**config.mk**
```make
export PLATFORM = sky130hd
export DESIGN_NAME = apb_opb_bridge
export DESIGN_NICKNAME = d
export VERILOG_FILES = /design/src/rtl/obr_pkg.sv /design/src/rtl/obr_chan_seq.sv /design/src/rtl/obr_irq.sv /design/src/rtl/apb_opb_bridge.sv
export SDC_FILE = /design/constraint.sdc
export NUM_CORES = 1
export LEC_CHECK = 0
export BUFFER_PORTS_ARGS = -buffer_cell sky130_fd_sc_hd__buf_2
export CAP_MARGIN = 20
export CORE_MARGIN = 2
export CORE_UTILIZATION = 40
export CTS_CLUSTER_SIZE = 14
export DETAILED_ROUTE_END_ITERATION = 7
export GPL_TIMING_DRIVEN = 0
export SLEW_MARGIN = 15
export SYNTH_ARGS = -nofsm -noshare
export SYNTH_HDL_FRONTEND = slang
export SYNTH_HIERARCHICAL = 1
export SYNTH_SLANG_ARGS = --single-unit
```
**constraint.sdc**
```tcl
create_clock -name clk_i -period 4.4 [get_ports clk_i]
set_input_delay 0.88 -clock clk_i [delete_from_list [all_inputs] [get_ports clk_i]]
set_output_delay 0.88 -clock clk_i [all_outputs]
set_load 0.005 [all_outputs]
```
**src/rtl/obr_pkg.sv**
```systemverilog
package obr_pkg;
  localparam int NCH    = 2;
  localparam int DW     = 32;
  localparam int AW     = 8;
  localparam int IRQ_LSB = 16;

  localparam logic [AW-1:0] OFF_TRIG  = 8'h04;
  localparam logic [AW-1:0] OFF_ICLR  = 8'h40;
  localparam logic [AW-1:0] OFF_ISTAT = 8'h48;

  localparam logic [DW-1:0] STAT_TIMEOUT = 32'h0000_0001;

  typedef enum logic [2:0] {
    CR_NONE, CR_SEL, CR_DIR, CR_SIZE, CR_ADDR, CR_DATA, CR_STAT
  } creg_e;

  typedef struct packed {
    logic [AW-1:0] sel;
    logic [AW-1:0] dir;
    logic [AW-1:0] size;
    logic [AW-1:0] addr;
    logic [AW-1:0] stat;
    logic [AW-1:0] data;
  } chan_map_t;

  function automatic chan_map_t chan_map(int ch);
    chan_map_t m;
    if (ch == 0) m = '{8'h10, 8'h14, 8'h18, 8'h1C, 8'h80, 8'h84};
    else         m = '{8'h28, 8'h2C, 8'h30, 8'h34, 8'h8C, 8'h90};
    return m;
  endfunction

  function automatic creg_e decode(logic [AW-1:0] a, chan_map_t m);
    creg_e r;
    r = CR_NONE;
    if (a == m.sel)  r = CR_SEL;
    if (a == m.dir)  r = CR_DIR;
    if (a == m.size) r = CR_SIZE;
    if (a == m.addr) r = CR_ADDR;
    if (a == m.stat) r = CR_STAT;
    if (a == m.data) r = CR_DATA;
    return r;
  endfunction
endpackage

```
**src/rtl/obr_chan_seq.sv**
```systemverilog
module obr_chan_seq
  import obr_pkg::*;
#(
  parameter int TO_CYCLES = 256
) (
  input  logic          clk_i,
  input  logic          rst_ni,
  input  logic          wr_i,
  input  creg_e         reg_i,
  input  logic [DW-1:0] wdata_i,
  input  logic          trig_i,
  output logic          sel_o,
  output logic          dir_o,
  output logic [1:0]    size_o,
  output logic [DW-1:0] addr_o,
  output logic [DW-1:0] data_o,
  output logic [DW-1:0] stat_o,
  output logic          done_o,
  output logic          req_o,
  output logic          rnw_o,
  output logic [1:0]    opb_size_o,
  output logic [DW-1:0] opb_addr_o,
  output logic [DW-1:0] opb_wdata_o,
  input  logic          ack_i,
  input  logic [DW-1:0] rdata_i
);
  localparam int CW = (TO_CYCLES > 1) ? $clog2(TO_CYCLES) : 1;
  localparam logic [CW-1:0] LIM = CW'(TO_CYCLES - 1);

  logic          sel_q, dir_q, busy_q;
  logic [1:0]    size_q;
  logic [DW-1:0] addr_q, data_q, stat_q;
  logic [CW-1:0] cnt_q;
  logic          expire;

  assign expire = busy_q && !ack_i && (cnt_q == LIM);
  assign done_o = busy_q && (ack_i || cnt_q == LIM);

  always_ff @(posedge clk_i or negedge rst_ni) begin
    if (!rst_ni) begin
      sel_q  <= 1'b0;
      dir_q  <= 1'b0;
      size_q <= '0;
      addr_q <= '0;
      data_q <= '0;
      stat_q <= '0;
      busy_q <= 1'b0;
      cnt_q  <= '0;
    end else begin
      if (wr_i) begin
        case (reg_i)
          CR_SEL:  sel_q  <= wdata_i[0];
          CR_DIR:  dir_q  <= wdata_i[0];
          CR_SIZE: size_q <= wdata_i[1:0];
          CR_ADDR: addr_q <= wdata_i;
          CR_DATA: data_q <= wdata_i;
          default: ;
        endcase
      end
      if (!busy_q) begin
        if (trig_i && sel_q) begin
          busy_q <= 1'b1;
          cnt_q  <= '0;
          stat_q <= '0;
        end
      end else if (ack_i) begin
        busy_q <= 1'b0;
        if (dir_q) data_q <= rdata_i;
      end else if (cnt_q == LIM) begin
        busy_q <= 1'b0;
        stat_q <= STAT_TIMEOUT;
      end else begin
        cnt_q <= cnt_q + 1'b1;
      end
    end
  end

  assign sel_o       = sel_q;
  assign dir_o       = dir_q;
  assign size_o      = size_q;
  assign addr_o      = addr_q;
  assign data_o      = data_q;
  assign stat_o      = stat_q;
  assign req_o       = busy_q;
  assign rnw_o       = dir_q;
  assign opb_size_o  = size_q;
  assign opb_addr_o  = addr_q;
  assign opb_wdata_o = data_q;

  AST_START: assert property (@(posedge clk_i) disable iff (!rst_ni)
    !req_o && trig_i && sel_q |=> req_o);
  AST_REQ_HOLD: assert property (@(posedge clk_i) disable iff (!rst_ni)
    req_o && !ack_i && !expire |=> req_o);
  AST_ACK_ENDS: assert property (@(posedge clk_i) disable iff (!rst_ni)
    req_o && ack_i |=> !req_o && stat_o == '0);
  AST_TO_CODE: assert property (@(posedge clk_i) disable iff (!rst_ni)
    expire |=> !req_o && stat_o != '0);
  AST_NO_RESTART: assert property (@(posedge clk_i) disable iff (!rst_ni)
    req_o && trig_i && !ack_i && !expire |=> cnt_q == $past(cnt_q) + 1'b1);
  AST_NOSEL: assert property (@(posedge clk_i) disable iff (!rst_ni)
    !req_o && !sel_q |=> !req_o);
  AST_IDLE_ACK: assert property (@(posedge clk_i) disable iff (!rst_ni)
    !req_o && ack_i && !wr_i |=> $stable(data_o));
endmodule

```
**src/rtl/obr_irq.sv**
```systemverilog
module obr_irq
  import obr_pkg::*;
(
  input  logic           clk_i,
  input  logic           rst_ni,
  input  logic [NCH-1:0] done_i,
  input  logic           clr_i,
  input  logic [NCH-1:0] clr_mask_i,
  output logic [DW-1:0]  status_o
);
  logic [NCH-1:0] pend_q;

  for (genvar i = 0; i < NCH; i++) begin : g_bit
    always_ff @(posedge clk_i or negedge rst_ni) begin
      if (!rst_ni)                        pend_q[i] <= 1'b0;
      else if (done_i[i])                 pend_q[i] <= 1'b1;
      else if (clr_i && clr_mask_i[i])    pend_q[i] <= 1'b0;
    end

    AST_IRQ_SET: assert property (@(posedge clk_i) disable iff (!rst_ni)
      done_i[i] |=> status_o[IRQ_LSB+i]);
    AST_IRQ_CLR: assert property (@(posedge clk_i) disable iff (!rst_ni)
      clr_i && clr_mask_i[i] && !done_i[i] |=> !status_o[IRQ_LSB+i]);
    AST_IRQ_KEEP: assert property (@(posedge clk_i) disable iff (!rst_ni)
      !done_i[i] && !(clr_i && clr_mask_i[i]) |=> $stable(status_o[IRQ_LSB+i]));
  end

  always_comb begin
    status_o = '0;
    status_o[IRQ_LSB +: NCH] = pend_q;
  end
endmodule

```
**src/rtl/apb_opb_bridge.sv**
```systemverilog
module apb_opb_bridge
  import obr_pkg::*;
#(
  parameter int TO_CYCLES = 256
) (
  input  logic                    clk_i,
  input  logic                    rst_ni,
  input  logic                    psel_i,
  input  logic                    penable_i,
  input  logic                    pwrite_i,
  input  logic [AW-1:0]           paddr_i,
  input  logic [DW-1:0]           pwdata_i,
  output logic [DW-1:0]           prdata_o,
  output logic [NCH-1:0]          opb_req_o,
  output logic [NCH-1:0]          opb_rnw_o,
  output logic [NCH-1:0][1:0]     opb_size_o,
  output logic [NCH-1:0][DW-1:0]  opb_addr_o,
  output logic [NCH-1:0][DW-1:0]  opb_wdata_o,
  input  logic [NCH-1:0]          opb_ack_i,
  input  logic [NCH-1:0][DW-1:0]  opb_rdata_i
);
  logic wr_en, trig, clr;
  logic [DW-1:0] irq_st;
  logic [NCH-1:0] done, sel, dir;
  logic [NCH-1:0][1:0] size;
  logic [NCH-1:0][DW-1:0] addr, data, stat;
  creg_e idx [NCH];

  assign wr_en = psel_i && penable_i && pwrite_i;
  assign trig  = wr_en && (paddr_i == OFF_TRIG) && pwdata_i[0];
  assign clr   = wr_en && (paddr_i == OFF_ICLR);

  for (genvar c = 0; c < NCH; c++) begin : g_ch
    assign idx[c] = decode(paddr_i, chan_map(c));

    obr_chan_seq #(.TO_CYCLES(TO_CYCLES)) u_seq (
      .clk_i       (clk_i),
      .rst_ni      (rst_ni),
      .wr_i        (wr_en),
      .reg_i       (idx[c]),
      .wdata_i     (pwdata_i),
      .trig_i      (trig),
      .sel_o       (sel[c]),
      .dir_o       (dir[c]),
      .size_o      (size[c]),
      .addr_o      (addr[c]),
      .data_o      (data[c]),
      .stat_o      (stat[c]),
      .done_o      (done[c]),
      .req_o       (opb_req_o[c]),
      .rnw_o       (opb_rnw_o[c]),
      .opb_size_o  (opb_size_o[c]),
      .opb_addr_o  (opb_addr_o[c]),
      .opb_wdata_o (opb_wdata_o[c]),
      .ack_i       (opb_ack_i[c]),
      .rdata_i     (opb_rdata_i[c])
    );
  end

  obr_irq u_irq (
    .clk_i      (clk_i),
    .rst_ni     (rst_ni),
    .done_i     (done),
    .clr_i      (clr),
    .clr_mask_i (pwdata_i[IRQ_LSB +: NCH]),
    .status_o   (irq_st)
  );

  always_comb begin
    prdata_o = '0;
    if (paddr_i == OFF_ISTAT) prdata_o = irq_st;
    for (int c = 0; c < NCH; c++) begin
      case (idx[c])
        CR_SEL:  prdata_o = {{(DW-1){1'b0}}, sel[c]};
        CR_DIR:  prdata_o = {{(DW-1){1'b0}}, dir[c]};
        CR_SIZE: prdata_o = {{(DW-2){1'b0}}, size[c]};
        CR_ADDR: prdata_o = addr[c];
        CR_DATA: prdata_o = data[c];
        CR_STAT: prdata_o = stat[c];
        default: ;
      endcase
    end
  end

  AST_NOSEL_IRQ: assert property (@(posedge clk_i) disable iff (!rst_ni)
    trig && sel == '0 && opb_req_o == '0 |=> $stable(irq_st));
endmodule

```
# ---- Yosys cells after proc, flatten, opt, wreduce, memory -nomap -nowiden
# Index checks and enable logic that the tools add are counted.
dict set report totals {
  out_inout_bits 168
  input_bits 111
  elab_cells 137
  reg_bits 220
}
dict set report op_classes {
  reduce_logical 29
  n_addsub 2
  eq_ne 35
  mux 53
}
# op count
set ops {}
lappend ops {{2-to-1 mux 32 bit} 18}
lappend ops {{one-hot mux 32 bit (6 select lines)} 2}
lappend ops {{2-to-1 mux 8 bit} 8}
lappend ops {{equality test 8 bit, second input constant} 6}
lappend ops {{equality test 8 x 5 -> 1 bit, second input constant} 4}
lappend ops {{equality test 8 x 6 -> 1 bit, second input constant} 4}
lappend ops {{2-to-1 mux 3 bit} 10}
lappend ops {{equality test 3 bit, second input constant} 6}
lappend ops {{2-to-1 mux 18 bit} 1}
lappend ops {{adder 8 x 1 -> 8 bit, second input constant} 2}
lappend ops {{equality test 8 x 7 -> 1 bit, second input constant} 2}
lappend ops {{AND reduction 2 bit} 8}
lappend ops {{2-to-1 mux 1 bit} 14}
lappend ops {{equality test 3 x 2 -> 1 bit, second input constant} 4}
lappend ops {{inequality test 2 bit, second input constant} 6}
lappend ops {{AND reduction 3 bit} 4}
lappend ops {{logical AND 1 bit} 11}
lappend ops {{equality test 8 x 3 -> 1 bit, second input constant} 1}
lappend ops {{nonzero test 2 bit} 4}
lappend ops {{equality test 3 x 1 -> 1 bit, second input constant} 2}
lappend ops {{logical OR 1 bit} 2}

# ---- Longest topological paths before layout
# Gate-level depths: netlist (run 1).
dict set report depth {
  depth_word 13
  depth_mapped 9
  mapped_depth_nobuf 8
}

# ---- Modules after synthesis
# Netlist (run 1), hierarchy kept.
# mod cells_each area_each_um2 seq_area_each_um2 instances
set by_module_without_submodules {}
lappend by_module_without_submodules {obr_chan_seq 374 4127.7 1951.9 2}
lappend by_module_without_submodules {apb_opb_bridge 225 1647.8 0.0 1}
lappend by_module_without_submodules {obr_irq 37 301.5 50.0 1}

# ---- Worst setup path before layout (run 1)
# OpenSTA, ideal clock, no wires.
dict set report synth_timing {
  kind {input to output}
  startpoint {in paddr_i[5]}
  endpoint {out prdata_o[0]}
  required_time_ns 3.520
  path_buffers 1
  cell_stages 6
  setup_slack_ns 0.671
  arrival_ns 2.849
  path_cell_list {buf_2 > nor2b_1 > a2bb2oi_1 > nor4_1 > or4bb_1 > nand4_1}
}
# item line_no
set synth_rtl {}
lappend synth_rtl {{start: declaration} apb_opb_bridge.sv:11} ;# input logic [AW-1:0] paddr_i,
lappend synth_rtl {{end: declaration} apb_opb_bridge.sv:13} ;# output logic [DW-1:0] prdata_o,

# ---- Worst setup path in the final report (run 1)
dict set report layout_timing {
  startpoint {in paddr_i[5]}
  endpoint {out prdata_o[24]}
}
dict set report layout_between {
  elab_chain_len 10
  word_cells_on_any_way 38
  classes_between {eq/ne: 24; mux: 14}
}
# item line_no
set layout_rtl {}
lappend layout_rtl {{equality test 8 x 5 -> 1 bit} obr_pkg.sv:36} ;# if (a == m.sel) r = CR_SEL;
lappend layout_rtl {{2-to-1 mux 1 bit} obr_pkg.sv:36}
lappend layout_rtl {{2-to-1 mux 3 bit} obr_pkg.sv:37} ;# if (a == m.dir) r = CR_DIR;
lappend layout_rtl {{2-to-1 mux 3 bit} obr_pkg.sv:38} ;# if (a == m.size) r = CR_SIZE;
lappend layout_rtl {{2-to-1 mux 3 bit} obr_pkg.sv:39} ;# if (a == m.addr) r = CR_ADDR;
lappend layout_rtl {{2-to-1 mux 3 bit} obr_pkg.sv:40} ;# if (a == m.stat) r = CR_STAT;
lappend layout_rtl {{2-to-1 mux 3 bit} obr_pkg.sv:41} ;# if (a == m.data) r = CR_DATA;
lappend layout_rtl {{equality test 3 bit, or another cell as far along} apb_opb_bridge.sv:73} ;# case (idx[c])
lappend layout_rtl {{one-hot mux 32 bit (6 select lines)} apb_opb_bridge.sv:73}
lappend layout_rtl {{one-hot mux 32 bit (6 select lines) (*)} apb_opb_bridge.sv:73}
# Mark *: on every way between the ends. The rest lies on a longest branch, timed or not.

==> results of run 1 <==
## worst max path at each step
| stage | from | endpoint | slack [ns] |
|---|---|---|---|
| after floorplan | paddr_i[5] | prdata_o[0] | 0.67 |
| after global placement | rst_ni | g_ch[1].u_seq/data_o[13] | -0.22 |
| after detailed placement | paddr_i[5] | prdata_o[11] | 0.25 |
| after CTS | paddr_i[5] | prdata_o[24] | 0.25 |
| after global routing | paddr_i[5] | prdata_o[24] | 0.07 |
| final | paddr_i[5] | prdata_o[24] | 0.19 |
## final cells by class
| class | instances | area, µm² |
|---|---|---|
| multi-input combinational | 650 | 4536 |
| clock inverter | 14 | 193.9 |
| antenna | 1 | 2.502 |
| sequential | 158 | 3954 |
| tap | 330 | 412.9 |
| fill | 2443 | 12060 |
| buffer | 286 | 2031 |
| inverter | 5 | 18.77 |
| timing repair buffer | 281 | 1464 |
| clock buffer | 18 | 439.2 |
## report_power, final
part / internal (mW) / total [mW] / leakage [nW] / switching, mW
Clock: 0.934 / 1.62 / 0.313 / 0.688
Sequential: 1.48 / 1.50 / 2.20 / 0.0226
Combinational: 0.176 / 0.329 / 5.11 / 0.153
Total: 2.59 / 3.45 / 7.62 / 0.863
## registers in the layout (all words and copies together), names as in the netlist
name / flops
g_ch.u_seq/addr_o: 64
g_ch.u_seq/data_o: 64
g_ch.u_seq/cnt_q: 16
g_ch.u_seq/opb_size_o: 4
g_ch.u_seq/dir_o: 2
g_ch.u_seq/req_o: 2
g_ch.u_seq/sel_o: 2
g_ch.u_seq/stat_o: 2
u_irq/status_o: 2
## cells in the final DEF (no fill, tap or decap), types with 7 or more instances in the layout
cell type / count
a222oi_1: 60
a22o_1: 31
and3_1: 8
buf_2: 289
buf_4: 228
buf_6: 12
clkbuf_1: 33
clkbuf_16: 17
conb_1: 92
dfrtp_1: 158
mux2_2: 70
mux2i_1: 66
nand2_1: 116
nand2b_1: 7
nand3_1: 9
nor2_1: 18
o21ai_0: 51
o21ai_1: 24
## cells in the mapped netlist (9+ instances only)
library cell,number
buf_4,227
dfrtp_1,158
nand2_1,116
mux2_2,70
mux2i_1,66
a222oi_1,60
o21ai_0,51
clkbuf_1,33
a22o_1,31
o21ai_1,24
nor2_1,18
buf_2,12
buf_6,12
nand3_1,9
## metrics by stage
stage / instances / TNS [ns] / worst slack, ns / instance area (µm²)
3_5_place_dp: 1709 / 0 / 0.2501 / 12410
2_1_floorplan: 1099 / 0 / 0.6710 / 10540
4_1_cts: 1741 / 0 / 0.2520 / 13040
6_report: 1743 / 0 / 0.1885 / 13050
5_1_grt: 1743 / 0 / 0.06949 / 13050
3_3_place_gp: 1705 / -32.91 / -0.2232 / 12330
## metal layers
layer | global-route usage, % | up-vias
met5 | 0 | -
met4 | 7.137 | 0
met3 | 3.510 | 32
met2 | 40.43 | 295
met1 | 33.35 | 4310
li1 | - | 4161
## worst register-to-register path, cell delays in order, from the launching register on
cell and delay, ns:
dfrtp_1 0.43, and3_1 0.17, buf_2 0.25, clkbuf_1 0.76, o21ai_0 0.23
## logic make-up after synthesis
family          Yosys count  share of synthesized area [%]
buf+inv                 291                          20.08
other cells               3                         0.1103
compound gates          205                          15.22
flops                   158                          38.74
fa+ha+maj                 2                         0.2452
xor+xnor                  5                         0.4292
simple gates            208                          10.75
mux                     138                          14.42
==> flow_summary_export.csv, run 1 <==
group,metric,value,unit
sta,slew_viol_final,0,
die,core_area,25110,µm²
setup_path,path_class,"input port to primary output",
clock_tree,cts_hold_buf,0,
setup_path,worst_setup_path_start_kind,"input port",
cells_and_area,final_util,51.98,%
yosys,ys_seq_area_share,38.74,%
drt,route.met3.wl,1945,µm
yosys,yosysUniqueCellTypes,66,
clock_tree,post_cts_resized,0,
setup_path,critical_path.top_delay_family,"simple AND/OR/NAND/NOR gates",
placement,io_buffers,276,
drt,routed.top_layer,"met4",
sta,skew,0.008464,ns
yosys,netlist.area_leader.share,38.74,%
drt,met1_length,14660,µm
setup_path,arrival,3.33,ns
hold_path,hp-class,"input port to async pin",
sta,period_needed,4.212,ns
setup_path,rr_endpoint,"g_ch[1].u_seq/data_o[6]",
clock_tree,cts-root-buf,"clkbuf_16",
power,peakVddDrop,0.1893,mV
clock_tree,postCtsSetupBuffers,0,
clock_tree,clockBufferDepth,2,
die,die_h,163.7,µm
global_route,grt_pass1_vias,8296,
yosys,synth_edf_count,0,
setup_path,reg2reg_depth,4,
sta,finalHoldViolations,0,
setup_path,required,3.52,ns
setup_path,crit_path_end_kind,"primary output",
setup_path,cpMaxStageDelayCell,"nor3_1",
die,pin_count,279,
drt,wl_per_cell,18.99,µm
setup_path,r2r_setup_slack,2.40,ns
drt,drtIter0Drc,680,
power,p_per_area,264.4,nW/µm²
drt,vias,8798,
global_route,grt_overflow,0,
clock_tree,cts_inserted_buffers,17,
yosys,synthTopCellsByArea,"dfrtp_1 (39%), buf_4 (17%), mux2_2 (7.7%)",
setup_path,cp_num_cells,8,
global_route,grtUsageTotal,24.44,%
cells_and_area,fin_nets,1512,
die,die_x,163.7,µm
die,rows,58,
power,p_total,3.451,mW
clock_tree,tritoncts,"yes",
sta,fmax,0.2374,GHz
sta,hold_slack,0.3113,ns
cells_and_area,drive_gt1_share,46.10,%
global_route,grt_pass1_wl,49050,µm
placement,hpwl,24500,µm
sta,fin_crit_sh,95.72,%
flow_run,drv_cap,0,
cells_and_area,syn2layout_area_growth,27.89,%
yosys,ys_ff_latch,158,
sta,tightest_slew,0.9581,ns
clock_tree,cts_sinks,158,
yosys,avgSynthCellArea,10.10,µm²
setup_path,crit_fanout,10,
clock_tree,cts-htree-levels,4,
sta,relSlewSlack,36.13,%
setup_path,slowest_delay,0.63,ns
yosys,ys_warn_count,6,
yosys,netlist_area,10200,µm²
power,leakage,7.623,nW
sta,rsz0062_at_grt,"no",
drt,wl_met2,15860,µm
placement,gp_congestion,0.8674,
yosys,synth_top_flop_cell,"dfrtp_1",
drt,wl,33100,µm
global_route,antenna_found_initial,2,
clock_tree,clk_pin_slew_worst_paths,0.07,ns
setup_path,crit_top_cell,"buf_2",
sta,setup_viol,0,
setup_path,path_cells,"buf_2, nor2b_1, nand3b_1, nor3_1, clkbuf_1, a222oi_1, nand2_1, buf_2",
setup_path,worst-path-buf-inv,3,
yosys,synthCells,1010,
die,die_area,26810,µm²
drt,viasPerCell,5.048,
yosys,yosys.area.top_type,"dfrtp_1",
clock_tree,clock_latency,0.44,ns
drt,antenna_left,0,
die,initial_core_util,40.64,%
drt,firstDrtPassIters,7,
setup_path,r2r_start,"g_ch[1].u_seq/req_o",
drt,drc,0,
global_route,grt_start_max_net_pins,63,
yosys,async_flop_share,100.0,%
run_status,status,"complete, no violations",
Power figures use the tool's default switching activity.
==> inputs of run 2 (changes only) <==
--- a/config.mk
+++ b/config.mk
@@ -11,7 +11,6 @@
 export CORE_UTILIZATION = 40
 export CTS_CLUSTER_SIZE = 14
 export DETAILED_ROUTE_END_ITERATION = 7
-export GPL_TIMING_DRIVEN = 0
 export SLEW_MARGIN = 15
 export SYNTH_ARGS = -nofsm -noshare
 export SYNTH_HDL_FRONTEND = slang
==> flow_summary_export.csv, run 2 (synthesis results as in run 1) <==
group,metric,value,unit
run_status,status,"complete, but fails checks",
run_status,failed_checks,"DRC",
clock_tree,post_cts_resized,0,
drt,drc,2,
cells_and_area,stdcell_area,11130,µm²
setup_path,cpMaxStageDelayCell,"or4b_1",
setup_path,crit_fanout,13,
setup_path,required,3.52,ns
die,core_area,25110,µm²
cells_and_area,drive_gt1_share,37.06,%
clock_tree,postCtsSetupBuffers,0,
global_route,grt_overflow,0,
drt,firstDrtPassIters,8,
global_route,grtUsageTotal,21.86,%
cells_and_area,final_cell_mix,"buf_2 (277), dfrtp_1 (158), nand2_1 (116), conb_1 (92), mux2_2 (70)",
clock_tree,cts-htree-levels,4,
setup_path,slowest_delay,0.47,ns
setup_path,r2r_setup_slack,2.39,ns
clock_tree,cts_sinks,158,
cells_and_area,multi_input_area,4568,µm²
sta,relSlewSlack,28.65,%
setup_path,path_cells,"buf_2, nor4b_2, a22o_1, or4b_1, a221o_1, nand4_1, buf_2",
sta,slew_viol_final,0,
drt,vias,7788,
setup_path,r2r_start,"g_ch[1].u_seq/req_o",
sta,period_needed,3.863,ns
sta,finalHoldViolations,0,
clock_tree,clk_pin_slew_worst_paths,0.07,ns
cells_and_area,regArea,3954,µm²
drt,drtIter0Drc,965,
setup_path,worst-path-buf-inv,2,
setup_path,reg2reg_depth,4,
global_route,grt_pass1_wl,44880,µm
global_route,antenna_found_initial,1,
power,leakage,6.276,nW
sta,fin_ws,0.5375,ns
placement,io_buffers,278,
sta,fmax,0.2589,GHz
power,peakVddDrop,0.1820,mV
die,die_h,163.7,µm
drt,wl_per_cell,20.04,µm
cells_and_area,fillCellCount,2525,
setup_path,path_class,"input port to primary output",
setup_path,crit_path_end_kind,"primary output",
global_route,grt_pass1_vias,7607,
power,p_per_area,292.6,nW/µm²
clock_tree,cts-root-buf,"clkbuf_16",
die,die_x,163.7,µm
die,die_area,26810,µm²
sta,fin_tns_setup,0,ns
sta,hold_slack,0.4901,ns
die,initial_core_util,40.64,%
die,rows,58,
setup_path,worst_setup_path_start_kind,"input port",
sta,fin_crit_sh,87.78,%
setup_path,rr_endpoint,"g_ch[1].u_seq/data_o[24]",
drt,viasPerCell,5.280,
flow_run,drv_cap,0,
cells_and_area,syn2layout_area_growth,9.098,%
placement,pre_cts_slack,0.5775,ns
hold_path,hp-class,"input port to async pin",
setup_path,critical_path.top_delay_family,"simple AND/OR/NAND/NOR gates",
clock_tree,cts_inserted_buffers,17,
sta,setup_viol,0,
drt,antenna_left,0,
clock_tree,tritoncts,"yes",
clock_tree,clock_latency,0.43,ns
sta,rsz0062_at_grt,"no",
sta,tightest_slew,1.070,ns
sta,skew,0.009794,ns
clock_tree,cts_hold_buf,0,
drt,wl,29570,µm
placement,hpwl,20440,µm
setup_path,arrival,2.98,ns
global_route,grt_start_max_net_pins,83,
cells_and_area,final_util,44.34,%
clock_tree,clockBufferDepth,2,
cells_and_area,fin_nets,1244,
cells_and_area,layout_commonest_cell,"buf_2",
placement,gp_congestion,0.8784,
setup_path,crit_top_cell,"buf_2",
placement,post_dp_cell_area,10530,µm²
die,pin_count,279,
[run 2: changes by cell type in the layout (fill, tap and decap cells not counted), sizes merged]
cell      previous run  this run
buf                534       299
clkbuf              51        19
inv                 14         9
bufinv               3         2
clkinv               2         5
clkinvlp             0         2
[run 2: worst max path at each step]
stage	start	to	cells past startpoint
CTS	paddr_i[4]	prdata_o[0]	7
floorplan	paddr_i[5]	prdata_o[0]	6
finish	paddr_i[4]	prdata_o[0]	7
global route	paddr_i[4]	prdata_o[0]	7
detailed placement	paddr_i[4]	prdata_o[0]	7
global placement	paddr_i[4]	prdata_o[0]	7
[run 2: metrics by stage]
step           cells  power (mW)
6_report        1475       3.257
3_3_place_gp    1442       1.751
2_1_floorplan   1099       1.691
4_1_cts         1474       3.298
3_5_place_dp    1442       1.754
5_1_grt         1475       3.383
[run 2: power by group]
part / internal [mW] / switching, mW
logic: 0.0918 / 0.133
registers: 1.48 / 0.0223
clock network: 0.864 / 0.668
[run 2: routing by layer]
metal / GRT usage, % / share of wire [%] / vias to the layer above
met5: 0 / 0 / -
met4: 5.781 / 1.3 / 0
met1: 29.51 / 45 / 3840
li1: - / - / 3613
met2: 36.23 / 48 / 305
met3: 3.914 / 6.5 / 30
[run 2: worst register-to-register path, cell delays in order (launching register included)]
cell and delay [ns]:
dfrtp_1 0.44, and3_2 0.94, buf_4 0.39, nand2_1 0.09, o21ai_1 0.07
[run 2: cell type report]
cell class	instances	area share, %
well taps	330	3.709
clock buffers	19	3.978
clock inverters	13	1.382
flip-flops and latches	158	35.51
multi-input cells	650	41.03
inverters	5	0.1686
repair buffers	299	14.19
diodes	1	0.02248
